**config.mk**
```make
export PLATFORM = sky130hd
export DESIGN_NAME = oas_seq
export DESIGN_NICKNAME = d
export VERILOG_FILES = /design/src/rtl/oas_pkg.sv /design/src/rtl/oas_fsm.sv /design/src/rtl/oas_capture.sv /design/src/rtl/oas_agen.sv /design/src/rtl/oas_seq.sv
export SDC_FILE = /design/constraint.sdc
export NUM_CORES = 1
export LEC_CHECK = 0
export ABC_AREA = 1
export BUFFER_PORTS_ARGS = -buffer_cell sky130_fd_sc_hd__buf_2
export CAP_MARGIN = 15
export CORE_MARGIN = 2
export CORE_UTILIZATION = 25
export DETAILED_ROUTE_END_ITERATION = 10
export GPL_ROUTABILITY_DRIVEN = 0
export SLEW_MARGIN = 20
export SYNTH_ARGS = -nofsm -noshare
export SYNTH_HDL_FRONTEND = slang
export SYNTH_SLANG_ARGS = --single-unit
```
**constraint.sdc**
```tcl
create_clock -name clk -period 4.6 [get_ports clk]
set_clock_uncertainty 0.2 [all_clocks]
set_input_delay 0.23 -clock clk [delete_from_list [all_inputs] [get_ports clk]]
set_output_delay 0.23 -clock clk [all_outputs]
set_load 0.01 [all_outputs]
```
**src/rtl/oas_pkg.sv**
```systemverilog
package oas_pkg;

    typedef enum logic [3:0] {
        AM_IMM    = 4'd0,
        AM_DP     = 4'd1,
        AM_DPI    = 4'd2,
        AM_IND    = 4'd3,
        AM_INDINC = 4'd4,
        AM_DPXIND = 4'd5,
        AM_DPINDY = 4'd6,
        AM_ABS    = 4'd7,
        AM_ABSI   = 4'd8
    } amode_e;

    typedef enum logic [1:0] {
        OC_LOAD  = 2'd0,
        OC_STORE = 2'd1,
        OC_CMP   = 2'd2
    } opcls_e;

    typedef enum logic [3:0] {
        S_WAIT, S_OPC, S_IMM, S_OFF, S_ALO, S_AHI, S_GAP1,
        S_GAP2, S_PLO, S_PHI, S_RD, S_WR, S_TAIL
    } state_e;

endpackage

```
**src/rtl/oas_fsm.sv**
```systemverilog
module oas_fsm
    import oas_pkg::*;
(
    input  logic   clk,
    input  logic   rst_n,
    input  logic   start,
    input  amode_e mode_i,
    input  opcls_e cls_i,
    output state_e state,
    output amode_e mode_q,
    output logic   done,
    output logic   wait_st
);
    state_e nxt;
    opcls_e cls_q;

    // State register and per-instruction control capture
    always_ff @(posedge clk or negedge rst_n) begin
        if (!rst_n) begin
            state  <= S_WAIT;
            mode_q <= AM_IMM;
            cls_q  <= OC_LOAD;
        end else begin
            state <= nxt;
            if (state == S_WAIT && start) begin
                mode_q <= mode_i;
                cls_q  <= cls_i;
            end
        end
    end

    // Next-state selection
    always_comb begin
        nxt = state;
        unique case (state)
            S_WAIT: nxt = start ? S_OPC : S_WAIT;
            S_OPC: begin
                case (mode_q)
                    AM_DP, AM_DPI, AM_DPXIND, AM_DPINDY: nxt = S_OFF;
                    AM_IND, AM_INDINC:                   nxt = S_GAP1;
                    AM_ABS, AM_ABSI:                     nxt = S_ALO;
                    default:                             nxt = S_IMM;
                endcase
            end
            S_OFF: begin
                case (mode_q)
                    AM_DPI, AM_DPXIND: nxt = S_GAP1;
                    AM_DPINDY:         nxt = S_PLO;
                    default:           nxt = S_RD;
                endcase
            end
            S_ALO:  nxt = S_AHI;
            S_AHI:  nxt = (mode_q == AM_ABSI) ? S_GAP1 : S_RD;
            S_GAP1: begin
                if (mode_q == AM_DPXIND)
                    nxt = S_PLO;
                else if (mode_q == AM_INDINC && cls_q == OC_STORE)
                    nxt = S_GAP2;
                else
                    nxt = S_RD;
            end
            S_GAP2: nxt = S_WR;
            S_PLO:  nxt = S_PHI;
            S_PHI:  nxt = (mode_q == AM_DPXIND) ? S_RD : S_GAP1;
            S_RD: begin
                if (cls_q == OC_STORE)
                    nxt = S_WR;
                else if (cls_q == OC_CMP || mode_q == AM_INDINC)
                    nxt = S_TAIL;
                else
                    nxt = S_WAIT;
            end
            S_IMM, S_WR, S_TAIL: nxt = S_WAIT;
            default: nxt = S_WAIT;
        endcase
    end

    // Control outputs
    always_comb begin
        wait_st = (state == S_WAIT);
        unique case (state)
            S_IMM, S_WR, S_TAIL: done = 1'b1;
            S_RD: done = (cls_q == OC_LOAD) && (mode_q != AM_INDINC);
            default: done = 1'b0;
        endcase
    end

endmodule

```
**src/rtl/oas_capture.sv**
```systemverilog
module oas_capture
    import oas_pkg::*;
#(
    parameter int AW = 16,
    parameter int DW = 8
) (
    input  logic          clk,
    input  logic          rst_n,
    input  logic          accept,
    input  state_e        state,
    input  logic [AW-1:0] pc_i,
    input  logic          page_i,
    input  logic          isel_i,
    input  logic [DW-1:0] rdata,
    output logic [AW-1:0] pc_q,
    output logic          page_q,
    output logic          isel_q,
    output logic [DW-1:0] off_q,
    output logic [DW-1:0] lo_q,
    output logic [DW-1:0] hi_q,
    output logic [DW-1:0] operand
);
    always_ff @(posedge clk or negedge rst_n) begin
        if (!rst_n) begin
            pc_q    <= '0;
            page_q  <= 1'b0;
            isel_q  <= 1'b0;
            off_q   <= '0;
            lo_q    <= '0;
            hi_q    <= '0;
            operand <= '0;
        end else begin
            if (accept) begin
                pc_q   <= pc_i;
                page_q <= page_i;
                isel_q <= isel_i;
            end
            if (state == S_OFF)                     off_q   <= rdata;
            if (state == S_ALO || state == S_PLO)   lo_q    <= rdata;
            if (state == S_AHI || state == S_PHI)   hi_q    <= rdata;
            if (state == S_IMM || state == S_RD)    operand <= rdata;
        end
    end
endmodule

```
**src/rtl/oas_agen.sv**
```systemverilog
module oas_agen
    import oas_pkg::*;
#(
    parameter int AW = 16,
    parameter int DW = 8
) (
    input  state_e        state,
    input  amode_e        mode_q,
    input  logic [AW-1:0] pc_q,
    input  logic          page_q,
    input  logic          isel_q,
    input  logic [DW-1:0] x_reg,
    input  logic [DW-1:0] y_reg,
    input  logic [DW-1:0] off_q,
    input  logic [DW-1:0] lo_q,
    input  logic [DW-1:0] hi_q,
    output logic [AW-1:0] addr,
    output logic          rw,
    output logic          idle
);
    localparam int PW = DW + 1;

    logic [AW-1:0] dp_base, ea, ptr_lo, ptr_hi, word;
    logic [DW-1:0] idx, idx_sum, xptr, ptr_off;

    always_comb begin
        dp_base = AW'({page_q, {DW{1'b0}}});
        idx     = isel_q ? y_reg : x_reg;
        idx_sum = off_q + idx;
        xptr    = off_q + x_reg;
        word    = AW'({hi_q, lo_q});
        ptr_off = (mode_q == AM_DPXIND) ? xptr : off_q;
        ptr_lo  = dp_base | AW'(ptr_off);
        ptr_hi  = dp_base | AW'(ptr_off + DW'(1));
        case (mode_q)
            AM_DP:             ea = dp_base | AW'(off_q);
            AM_DPI:            ea = dp_base | AW'(idx_sum);
            AM_IND, AM_INDINC: ea = dp_base | AW'(x_reg);
            AM_DPXIND, AM_ABS: ea = word;
            AM_DPINDY:         ea = word + AW'(y_reg);
            AM_ABSI:           ea = word + AW'(idx);
            default:           ea = pc_q + AW'(1);
        endcase
    end

    always_comb begin
        rw   = (state != S_WR);
        idle = 1'b0;
        unique case (state)
            S_WAIT:              begin addr = pc_q; idle = 1'b1; end
            S_OPC:               addr = pc_q;
            S_IMM, S_OFF, S_ALO: addr = pc_q + AW'(1);
            S_AHI:               addr = pc_q + AW'(2);
            S_PLO:               addr = ptr_lo;
            S_PHI:               addr = ptr_hi;
            S_GAP1, S_GAP2, S_TAIL: begin addr = ea; idle = 1'b1; end
            S_RD, S_WR:          addr = ea;
            default:             begin addr = pc_q; idle = 1'b1; end
        endcase
    end

    logic unused_pw;
    assign unused_pw = (PW == 0);
endmodule

```
**src/rtl/oas_seq.sv**
```systemverilog
module oas_seq
    import oas_pkg::*;
#(
    parameter int AW = 16,
    parameter int DW = 8
) (
    input  logic          clk,
    input  logic          rst_n,
    input  logic          start,
    input  logic [3:0]    mode,
    input  logic [1:0]    op_cls,
    input  logic          idx_sel,
    input  logic [AW-1:0] pc,
    input  logic          page,
    input  logic [DW-1:0] x_reg,
    input  logic [DW-1:0] y_reg,
    input  logic [DW-1:0] st_data,
    input  logic [DW-1:0] rdata,
    output logic [AW-1:0] addr,
    output logic          rw,
    output logic          idle,
    output logic [DW-1:0] wdata,
    output logic [DW-1:0] operand,
    output logic          done
);
    state_e        state;
    amode_e        mode_q;
    logic          wait_st;
    logic [AW-1:0] pc_q;
    logic          page_q, isel_q;
    logic [DW-1:0] off_q, lo_q, hi_q;

    oas_fsm u_fsm (
        .clk, .rst_n, .start,
        .mode_i (amode_e'(mode)),
        .cls_i  (opcls_e'(op_cls)),
        .state, .mode_q, .done, .wait_st
    );

    oas_capture #(.AW(AW), .DW(DW)) u_cap (
        .clk, .rst_n,
        .accept (wait_st && start),
        .state,
        .pc_i   (pc),
        .page_i (page),
        .isel_i (idx_sel),
        .rdata,
        .pc_q, .page_q, .isel_q, .off_q, .lo_q, .hi_q, .operand
    );

    oas_agen #(.AW(AW), .DW(DW)) u_agen (
        .state, .mode_q, .pc_q, .page_q, .isel_q,
        .x_reg, .y_reg, .off_q, .lo_q, .hi_q,
        .addr, .rw, .idle
    );

    assign wdata = rw ? '0 : st_data;
endmodule

```
Word-level counts from Yosys, hierarchy flattened
Memories as Yosys holds them, arrays and structs flattened.
Index checks and enable logic that the tools add are counted.
W data, S select, Z words.
{ "word_totals": {"reg_bits": 60, "romBits": 48, "in_bits": 59, "out_inout_bits": 35, "word_cells": 79, "memories": 1} }
{ "classes": {"addsub": 7, "eq_ne": 24, "muxes": 16, "bitwise": 5, "n_reduce_logical": 16} }
{ "mem_list": {"columns": ["name", "words", "width", "read_ports", "rd_clocked_by_memory_dff", "wr", "line_no", "text"], "rows": [
  ["(name not given)", 16, 3, 1, 0, 0, "oas_fsm.sv:38", "case (mode_q)"]
]} }
{ "op_table": {"columns": ["cell", "count"], "rows": [
  ["$pmux W16 S6", 1],
  ["$pmux W16 S5", 1],
  ["$pmux W4 S10", 1],
  ["$or A9 B8 Y9", 4],
  ["$add A16 B8 Y16", 2],
  ["$eq A4 B3 Y1 const B", 8],
  ["$eq A4 B4 Y1 const B", 6],
  ["$mux W4", 6],
  ["$mux W8", 3],
  ["$add A16 B1 Y16 const B", 1],
  ["$add A16 B2 Y16 const B", 1],
  ["$add A8 B8 Y8", 2],
  ["$eq A4 B2 Y1 const B", 4],
  ["$or A9 B16 Y16", 1],
  ["$add A8 B1 Y9 const B", 1],
  ["$reduce_or A9 Y1", 1],
  ["$eq A4 B1 Y1 const B", 2],
  ["$pmux W4 S2", 1],
  ["$reduce_or A2 Y1", 3],
  ["$reduce_or A3 Y1", 2],
  ["$reduce_or A5 Y1", 1],
  ["$logic_not A4 Y1", 1],
  ["$logic_or A1 B1 Y1", 4],
  ["$ne A4 B3 Y1 const B", 1],
  ["7 further kinds", 10]
]} }

Depth between registers and ports, before layout
Gate-level depths: netlist of the first run.
{ "depth": {"depth_word": 5, "depth_mapped": 21, "depth_no_buf": 20} }

Hierarchy
A second synthesis of the first run with hierarchy kept.
{ "unflattened": {"cells_unflattened": 1036, "area_unflattened_um2": 6452.4} }
{ "by_module_without_submodules": {"columns": ["mod", "n_inst", "cells_each", "area_per_inst_um2", "seq_area_each_um2"], "rows": [
  ["oas_agen", 1, 718, 3528.4, 0.0],
  ["oas_capture", 1, 174, 2014.4, 1251.2],
  ["oas_fsm", 1, 125, 830.8, 250.2],
  ["oas_seq", 1, 19, 78.8, 0.0]
]} }

Worst setup path after synthesis of the first run
No wires, ideal clock.
{ "synth_path": {"path_kind": "reg-to-output", "from": "register u_fsm.mode_q[0]", "to": "output port addr[10]", "arrival_time_ps": 2855, "t_required_ps": 4170, "path_slack_ps": 1315, "path_stages_with_launch": 18, "n_path_buf": 1, "cell_sequence": "dfrtp_1 -> inv_1 -> ha_1 -> nand3_2 -> inv_1 -> clkbuf_1 -> o21ai_0 -> ha_1 -> fa_1 -> nand3_1 -> nand3_1 -> a21oi_1 -> inv_1 -> nand2_1 -> o21ai_0 -> o21ai_0 -> nand2_1 -> a21oi_1"} }
{ "synth_between": {"elab_chain_cells": 4, "elab_cells_between_ends": 12, "classes_between": "8 x eq/ne; 2 x mux; 2 x reduce/logical"} }
{ "synth_lines": {"columns": ["item", "line_no", "text"], "rows": [
  ["start, declared", "oas_fsm.sv:10", "output amode_e mode_q,"],
  ["start signal, assigned", "oas_fsm.sv:26", "mode_q <= mode_i;"],
  ["$eq A4 B3 Y1 or $eq A4 B2 Y1 (tied branches)", "oas_agen.sv:35", "case (mode_q)"],
  ["$reduce_or A2 Y1", "oas_agen.sv:35", null],
  ["$pmux W16 S6 *", "oas_agen.sv:35", null],
  ["$pmux W16 S5 *", "oas_agen.sv:49", "unique case (state)"],
  ["end, declared", "oas_seq.sv:19", "output logic [AW-1:0] addr,"]
]} }
Mark *: on every way between the ends. The rest lies on a longest branch, timed or not.

Worst setup path in the final report of the first run
{ "layout_path": {"from": "register u_fsm.mode_q[0]", "to": "output port addr[8]"} }
{ "layout_between": {"elab_chain_cells": 5, "elab_cells_between_ends": 15, "classes_between": "1 x add/sub; 8 x eq/ne; 3 x mux; 1 x bitwise; 2 x reduce/logical"} }
{ "layout_lines": {"columns": ["item", "line_no", "text"], "rows": [
  ["$eq A4 B3 Y1", "oas_agen.sv:32, oas_agen.sv:35", null],
  ["$mux W8", "oas_agen.sv:32", "ptr_off = (mode_q == AM_DPXIND) ? xptr : off_q;"],
  ["$add A8 B1 Y9", "oas_agen.sv:34", "ptr_hi = dp_base | AW'(ptr_off + DW'(1));"],
  ["$or A9 B16 Y16", "oas_agen.sv:34", null],
  ["$pmux W16 S5 *", "oas_agen.sv:49", null]
]} }
Marked as above.

==> results of run 1 <==
[registers in the layout, indices dropped and copies added, names as in the netlist]
name and cells:
u_fsm.state 4, u_cap.lo_q 8, u_cap.off_q 8, u_cap.operand 8
u_cap.page_q 1, u_fsm.mode_q 4, u_fsm.cls_q 2, u_cap.isel_q 1
u_cap.pc_q 16, u_cap.hi_q 8
[cell usage in the layout (no fill, tap or decap), types with 13 or more instances in the layout]
| master | synthesis | routed |
|---|---|---|
| a21oi_1 | 74 | 74 |
| buf_2 | 5 | 93 |
| dfrtp_1 | 60 | 60 |
| dlygate4sd3_1 | 0 | 28 |
| ha_1 | 30 | 30 |
| inv_1 | 112 | 112 |
| nand2_1 | 250 | 250 |
| nand3_1 | 76 | 75 |
| nand4_1 | 20 | 20 |
| nor2_1 | 111 | 110 |
| nor3_1 | 13 | 13 |
| o21ai_0 | 63 | 63 |
| o21ai_1 | 17 | 17 |
| xor2_1 | 14 | 14 |
[critical path, delay by kind of cell (launching register included)]
kind                     cells  cell delay, ps
adder cells (fa/ha/maj)      3             840
AND/OR/NAND/NOR              6             710
buffers and inverters        4             670
AO/OA/AOI/OAI                4             630
flip-flops                   1             410
[report_power, final]
part           switching (mW)  leakage (nW)  internal [mW]
sequential              0.348         0.706          0.784
combinational            2.21          2.85           1.16
clock                   0.286         0.138          0.422
[cell type report]
class,count,area (um2)
Antenna cell,1,2.50
Inverter,122,458
Fill cell,2611,16100
Clock inverter,7,75.1
Sequential cell,60,1500
Multi-Input combinational cell,753,3950
Timing Repair Buffer,124,768
Clock buffer,9,225
Tap cell,319,399
[routing by layer]
layer	track usage, %	share of wire, %	vias up
met4	5.42	2.1	0
met3	2.51	7.7	33
met5	0	0	-
met2	27.9	46	252
met1	23.8	45	3080
li1	-	-	3376
[worst min path at each step]
| stage | to | slack [ps] | cells past startpoint |
|---|---|---|---|
| after floorplan | u_cap.hi_q[0]$_DFFE_PN0P_ | -270 | 0 |
| after global placement | u_cap.operand[6]$_DFFE_PN0P_ | 170 | 1 |
| after detailed placement | u_cap.operand[6]$_DFFE_PN0P_ | 190 | 1 |
| after CTS | u_cap.off_q[1]$_DFFE_PN0P_ | 10 | 3 |
| after global routing | u_cap.off_q[1]$_DFFE_PN0P_ | 50 | 3 |
| final | u_cap.lo_q[3]$_DFFE_PN0P_ | 30 | 3 |
[metrics by stage]
step	instance area [um2]	total power [mW]	setup WS [ps]	cells
3_3_place_gp	6790	4.42	1060	1350
3_5_place_dp	6790	4.45	945	1350
6_report	7380	5.21	546	1395
4_1_cts	7370	5.20	558	1394
5_1_grt	7380	5.73	147	1394
2_1_floorplan	5990	3.44	1310	954
[timing repair]
| action | 4_1_cts | 5_1_grt |
|---|---|---|
| hold endpoints to repair | 61 | 0 |
| hold buffers | 28 | 0 |
| endpoints found under the setup margin | 0 | 0 |
[cells by family after synthesis]
family | share of synthesized area [%]
simple gates | 38.8
buf+inv | 9.13
xor+xnor | 2.19
fa+ha+maj | 7.27
flops | 25.1
mux | 0.752
compound gates | 16.8
==> impl_results.md, run 1 <==
- Cell type with the highest aggregate area in the netlist: dfrtp_1
- Clk_lat worst skew: 340 ps
- Die outline area: 25200 um2
- # IOs: 94
- R2R setup slack: 1930 ps
- Syn_nets: 1046
- H-tree Lvls: 3
- Initial core utilization: 25.5%
- Chip height: 159 um
- LEAKAGE: 3.69 nW
- Worst vdd ir: 0.000227 V
- Worst path required time: 4170 ps
- Detailed Place HPWL: 17200 um
- Status: finished clean
- Synth Flop Type: dfrtp_1
- CTS tree: built
- Critical path launch point type: flip-flop
- CTS Sinks: 60
- Post-synth top cells: nand2_1, inv_1, nor2_1
- Clock root buffer: clkbuf_16
- Critical path arrival: 3620 ps
- Final wirelength: 21800 um
- Reg2Reg Depth: 7
- Post_cts resized: 0
- Final setup violation count: 0
- Worst hold slack: 27.2 ps
- Cells after Synth: 954
- FMAX: 247 MHz
- Count of cell types in the netlist: 45
- Largest net degree at the start of global routing: 36
- Layout cells sized above 1: 16.2%
- Port-buffer cells: 93
- CP max-delay cell: dfrtp_1
- R2r endpoint: u_fsm.state[2]$_DFF_PN0_
- Fin. Hold Viols: 0
- HP Start: rdata[3]
- Worst setup path endpoint: addr[8]
- First-pass GRT wire length: 34600 um
- Power Dens Cells: 706 nW/um2
- Relative slew slack: 36.9%
- Part of the Yosys area used for sequential elements: 25.1%
- Clock Pin Slew Worst Setup and Hold Paths: 60 ps
- Setup_tns: 0 ps
- Number of synthesized flops with an enable pin: 0
- Initial drt markers: 623
- Post-Syn Area per Cell: 6.28 um2
- Unrepaired setup endpoints after global routing: false
- Hold Path Class: in -> reg
- Clk buf depth: 2
- CP Class: reg -> out
- Post-Syn Area: 5990 um2
- Most numerous cell in the Yosys netlist: nand2_1
- Via count: 6741
- Router iterations before antenna repair: 5
- Vias per cell: 4.83
- Critical Path End Type: output port
- Post-CTS setup buffer count: 0
- Fin util: 31.4%
- Asr flop ratio synth: 100%
- Site row count: 56
- Total gr overflow: 0
- CP Max Fanout: 13
- Initial antenna violation count: 1
- Core Area: 23500 um2
- Fin. max-slew vios: 0
- Worst Setup SP: u_fsm.mode_q[0]$_DFFE_PN0P_
- Min cycle time layout: 4050 ps
- Clock buffer count from CTS: 9
- WL per Instance: 15.6 um
- Layout area overhead: 23.2%
- Post-route ant nets: 0
- Syn. warnings: 0
- Tcrit/Tclk final: 88.1%
- Max-cap check violation count: 0
- Yosys reg bits: 60
- DR DRC count: 0
- CP Cell Sequence: inv_1 -> ha_1 -> nand3_2 -> inv_1 -> o21ai_0 -> ha_1 -> fa_1 -> nand3_1 -> nand3_1 -> a21oi_1 -> inv_1 -> nand2_1 -> nand3_1 -> nand2_1 -> a21oi_1 -> a21oi_1 -> buf_2
- GRT Total Usage: 17.3%
- Measured slew at the worst slew-check pin: 943 ps
- Die width: 159 um
- Worst r2r src: u_fsm.state[3]$_DFF_PN0_
- # nets final: 1162
- Vias in the first global route: 6330
- Critical Path Max Stage Delay: 410 ps
- Top cell type's share of synthesized area: 25.1%
- Area contributors post-synth: dfrtp_1, nand2_1, inv_1
Note: power is estimated with default switching activity, not from simulation.
==> run 2: changes to the inputs <==
- BUFFER_PORTS_ARGS: -buffer_cell sky130_fd_sc_hd__buf_2 -> default
- CTS_BUF_LIST: default -> sky130_fd_sc_hd__clkbuf_8
- DONT_BUFFER_PORTS: default -> 1
- GPL_TIMING_DRIVEN: default -> 0
==> run 2 against run 1 <==
  * Power down 5.5%
  * Cell count down 5.2%
  * Utilization down 1.8 points
  * Clock power down 22%
  * Register-to-register slack better by 360 ps
  * Sequential share of layout area up 1.2 points
  * Wire length down 4.0%
  * Global-route usage down 0.69 points
  * Sequential power about the same
  * Critical path depth unchanged
  * Largest cell class unchanged
  * Highest routed layer unchanged
==> impl_results.md, run 2 (same netlist as run 1, synthesis figures left out) <==
- Final wirelength: 20900 um
- Non-Filler Instances: 1323
- First-pass GRT wire length: 33300 um
- Most common library cell in the layout ignoring fill and taps: nand2_1
- Tcrit/Tclk final: 93.2%
- # IOs: 94
- Max reg flops: 16
- CTS Sinks: 60
- Measured slew at the worst slew-check pin: 684 ps
- Post-route ant nets: 0
- CP Class: reg -> out
- Internal power: 2.15 mW
- Initial core utilization: 25.5%
- Initial drt markers: 518
- Site row count: 56
- H-tree Lvls: 3
- Net switching fraction of the power: 56.4%
- Biggest register: u_cap.pc_q
- Commonest cells after routing, fill and taps aside: nand2_1, inv_1, nor2_1
- Hold Path Class: in -> async
- Post-CTS setup buffer count: 0
- Clock Pin Slew Worst Setup and Hold Paths: 80 ps
- Layout area overhead: 16.3%
- DR DRC count: 0
- Critical Path End Type: output port
- FMAX: 233 MHz
- Die outline area: 25200 um2
- Critical Path Max Stage Delay: 400 ps
- Chip height: 159 um
- CP max-delay cell: dfrtp_1
- CP top delay family: simple AND/OR/NAND/NOR gates
- Relative slew slack: 54.3%
- Vias per cell: 4.87
- GRT Total Usage: 16.6%
- Flop pwr share: 23.0%
- Clock buffer count from CTS: 9
- Core Area: 23500 um2
- Clock power frac: 11.2%
- # nets final: 1090
- Worst vdd ir: 0.000194 V
- CP Cell Sequence: inv_1 -> ha_1 -> nand3_2 -> clkinvlp_4 -> nand2_1 -> o21ai_0 -> ha_1 -> fa_1 -> nand3_1 -> nand3_1 -> a21oi_1 -> inv_1 -> nand2_1 -> nand3_1 -> nand2_1 -> a21oi_1 -> a21oi_1
- Status: finished clean
- Via count: 6445
- Router iterations before antenna repair: 5
- Max-cap check violation count: 0
- Fin. max-slew vios: 0
- Layout cells sized above 1: 8.28%
- Clk buf depth: 2
- Critical path launch point type: flip-flop
- Min cycle time layout: 4290 ps
- Comb pwr share: 65.8%
- Die width: 159 um
- P_sw: 2.78 mW
- Fin. Hold Viols: 0
- Place WS: 484 ps
- Fill count: 2587
- Power Dens Cells: 707 nW/um2
- Power, Total: 4.93 mW
- Worst hold slack: 176 ps
- Placed cell count: 1273
- Largest net degree at the start of global routing: 61
- CP Max Fanout: 13
- Initial antenna violation count: 1
- Setup ws final: 312 ps
- Area occupied by multi-input gates: 3940 um2
- Reg2Reg Depth: 7
- Critical path depth: 17
- WL per Instance: 15.8 um
- Unrepaired setup endpoints after global routing: false
- Worst path required time: 4170 ps
- Critical path arrival: 3860 ps
- CP bufs+invs: 3
- CTS tree: built
- Setup_tns: 0 ps
- Register area: 1500 um2
- LEAKAGE: 3.34 nW
- Clk_lat worst skew: 360 ps
- Detailed Place HPWL: 16800 um
- Total gr overflow: 0
- Final setup violation count: 0
- Clock root buffer: clkbuf_8
- Vias in the first global route: 6140
- Port-buffer cells: 0
==> run 2: changes by cell type in the layout (fill, tap and decap cells not counted), moves of 2 or more <==
cell / before / now
buf_2: 93 / 5
clkbuf_1: 0 / 11
clkbuf_8: 0 / 10
clkbuf_16: 9 / 0
dlygate4sd3_1: 28 / 33
buf_4: 3 / 1
inv_6: 2 / 0
==> run 2: power groups by stage <==
stage,combinational (mW),clock [mW],sequential (mW)
final,3.24,0.550,1.13
after CTS,3.24,0.561,1.13
after floorplan,2.43,0,1.01
after detailed placement,3.18,0,1.14
after global routing,3.69,0.586,1.17
after global placement,3.15,0,1.14
==> run 2: cell type report <==
cell class,instances,area share [%]
multi-input combinational,753,56.6
clock inverter,6,1.15
buffer,18,1.22
timing repair buffer,34,5.14
sequential,60,21.6
inverter,122,6.63
tap,319,5.73
antenna,1,0.0359
clock buffer,10,1.98
==> run 2: layer usage <==
layer / GRT usage (%) / share of wire (%)
met5: 0 / 0
met4: 7.01 / 3.3
met3: 3.06 / 6.3
met2: 26.9 / 46
met1: 21.6 / 45
==> run 2: what timing repair did <==
item,4_1_cts,5_1_grt
endpoints found under the hold margin,116,0
resized for setup,0,1
hold buffers,34,0
setup endpoints to repair,0,8
==> run 2: final timing paths <==
check	from	end	slack [ps]
min in group clk	u_cap.hi_q[7]$_DFFE_PN0P_	u_cap.hi_q[7]$_DFFE_PN0P_	340
max in group asynchronous	rst_n	u_cap.pc_q[5]$_DFFE_PN0P_	3720
worst max register to register	u_fsm.state[1]$_DFF_PN0_	u_cap.lo_q[6]$_DFFE_PN0P_	2290
worst max-delay path	u_fsm.mode_q[0]$_DFFE_PN0P_	addr[8]	310
worst min-delay path	rst_n	u_cap.operand[6]$_DFFE_PN0P_	180
worst min register to register	u_cap.hi_q[7]$_DFFE_PN0P_	u_cap.hi_q[7]$_DFFE_PN0P_	340
==> run 2: stage by stage <==
stage / area, um2 / util (%)
2_1_floorplan: 5990 / -
3_3_place_gp: 6390 / 27.2
3_5_place_dp: 6390 / 27.2
4_1_cts: 6960 / 29.7
5_1_grt: 6970 / 29.7
6_report: 6970 / 29.7
==> run 3: changes to the inputs <==
- CORE_UTILIZATION: 25 -> 53
- PLACE_DENSITY_LB_ADDON: default -> 0.3
==> run 3 against run 2 <==
  * First-iteration DRC count grew 47%
  * Final area shrank 3.0%
  * Sequential cell count is the same
  * Sequential share of layout area grew 0.67 points
  * Combinational power is essentially flat
  * Power shrank 1.3%
  * Clock power shrank 8.9%
  * Clock-buffer cell count grew 1
  * Setup slack lost 28 ps
  * Hold slack gained 30 ps
  * Die area shrank 52%
  * Critical path depth is the same
==> impl_results.md, run 3 (same netlist as run 1, synthesis figures left out) <==
- Critical Path End Type: output port
- Routing usage on met3: 6.11%
- Unrepaired setup endpoints after global routing: false
- FMAX: 232 MHz
- Clk_lat worst skew: 360 ps
- Fin. Hold Viols: 0
- Clock root buffer: clkbuf_8
- Final setup violation count: 0
- CTS Sinks: 60
- GRT met2 Usage: 49.3%
- Core Area: 10900 um2
- Worst vdd ir: 0.000407 V
- Fraction of met1 tracks used by global routing: 44.9%
- First-pass GRT wire length: 29600 um
- Final wirelength: 19000 um
- Clk buf depth: 2
- Fill count: 1064
- Largest net degree at the start of global routing: 61
- Max reg flops: 16
- Port-buffer cells: 0
- Worst path required time: 4170 ps
- Clock buffer count from CTS: 9
- Layout area overhead: 12.8%
- Initial antenna violation count: 1
- Die width: 110 um
- Biggest register: u_cap.pc_q
- H-tree Lvls: 3
- Busiest grt layer: met2
- Most common library cell in the layout ignoring fill and taps: nand2_1
- Internal power: 2.12 mW
- Initial drt markers: 760
- Min cycle time layout: 4320 ps
- Power, Total: 4.86 mW
- Net switching fraction of the power: 56.4%
- Vias in the first global route: 5772
- Detailed Place HPWL: 14500 um
- Site row count: 38
- LEAKAGE: 3.35 nW
- P_sw: 2.74 mW
- WL per Instance: 16.6 um
- Setup_tns: 0 ps
- CTS tree: built
- Clock Pin Slew Worst Setup and Hold Paths: 70 ps
- GRT Total Usage: 32.4%
- Post-route ant nets: 0
- Critical path launch point type: flip-flop
- Tcrit/Tclk final: 93.8%
- Hold Path Class: in -> async
- Clock power frac: 10.3%
- Measured slew at the worst slew-check pin: 596 ps
- DR DRC count: 0
- Total gr overflow: 0
- Status: finished clean
- Die outline area: 12200 um2
- Vias per cell: 5.74
- Critical path arrival: 3890 ps
- Flop pwr share: 23.2%
- Initial core utilization: 54.8%
- Relative slew slack: 60.2%
- Router iterations before antenna repair: 5
- Max-cap check violation count: 0
- Layout cells sized above 1: 8.74%
- # IOs: 94
- CP Max Fanout: 9
- Power Dens Cells: 720 nW/um2
- Fin. max-slew vios: 0
- Commonest cells after routing, fill and taps aside: nand2_1, inv_1, nor2_1
- # nets final: 1094
- Chip height: 110 um
- Comb pwr share: 66.5%
- Via count: 6584
- CP Class: reg -> out
## run 3: changes by cell type in the layout (fill, tap and decap cells not counted), sizes merged
cell,delta
buf,+4
bufinv,-1
clkbuf,+1
clkinv,+1
inv,-1
## run 3: power groups by stage
stage / combinational (mW) / clock [mW] / sequential, mW
final: 3.23 / 0.501 / 1.13
after global routing: 3.62 / 0.527 / 1.16
after CTS: 3.16 / 0.505 / 1.12
after detailed placement: 3.11 / 0 / 1.13
after global placement: 3.05 / 0 / 1.12
after floorplan: 2.43 / 0 / 1.01
## run 3: area by class of cell
type	count	area (um2)	area share (%)
tap	140	175	2.59
clock inverter	5	51.3	0.759
antenna	1	2.50	0.0370
multi-input combinational	753	3940	58.3
clock buffer	11	151	2.24
buffer	18	85.1	1.26
timing repair buffer	38	388	5.74
inverter	122	462	6.83
sequential	60	1500	22.2
## run 3: worst max-delay path: stages (launching register included)
cell and delay [ps]:
dfrtp_1 400, inv_1 100, ha_1 240, nand3_2 260, clkinvlp_4 290, nand2_1 120, o21ai_0 170, ha_1 270
fa_1 420, nand3_1 120, nand3_1 150, a21oi_1 270, inv_1 70, nand2_1 80, nand3_1 70, nand2_1 100
a21oi_1 80, a21oi_1 310
## run 3: path summary, 6_finish.rpt
| kind | slack, ps | to | from | cells after the start |
|---|---|---|---|---|
| worst max-delay path | 280 | addr[8] | u_fsm.mode_q[0]$_DFFE_PN0P_ | 17 |
| worst min-delay path | 210 | u_cap.hi_q[4]$_DFFE_PN0P_ | rst_n | 2 |
| worst max register to register | 2290 | u_cap.lo_q[6]$_DFFE_PN0P_ | u_fsm.state[1]$_DFF_PN0_ | 7 |
| worst min register to register | 330 | u_cap.lo_q[4]$_DFFE_PN0P_ | u_cap.lo_q[4]$_DFFE_PN0P_ | 2 |
| max in group asynchronous | 3730 | u_cap.off_q[1]$_DFFE_PN0P_ | rst_n | 2 |
| min in group clk | 330 | u_cap.lo_q[4]$_DFFE_PN0P_ | u_cap.lo_q[4]$_DFFE_PN0P_ | 2 |
## run 3: per-stage QoR
stage | instance area (um2) | std cells | worst slack [ps] | utilization [%] | hold slack [ps]
floorplan | 5990 | 954 | 1310 | - | -266
global placement | 6160 | 1094 | 428 | 56.4 | -264
detailed placement | 6160 | 1094 | 424 | 56.4 | -265
CTS | 6730 | 1144 | 23.8 | 61.5 | 221
global route | 6760 | 1148 | 123 | 61.8 | 246
finish | 6760 | 1148 | 284 | 61.8 | 206
## run 3: repair_timing
| action | in CTS | in global routing |
|---|---|---|
| endpoints found under the hold margin | 116 | 0 |
| resized for setup | 0 | 1 |
| setup endpoints to repair | 0 | 11 |
| setup buffers | 0 | 4 |
| hold buffers | 34 | 0 |
## run 3: metal layers
layer  up-vias  routed length, um
met3        48               1700
met1      2960               8420
met5         -                  0
li1       3238                  -
met2       338               8210
met4         0                684
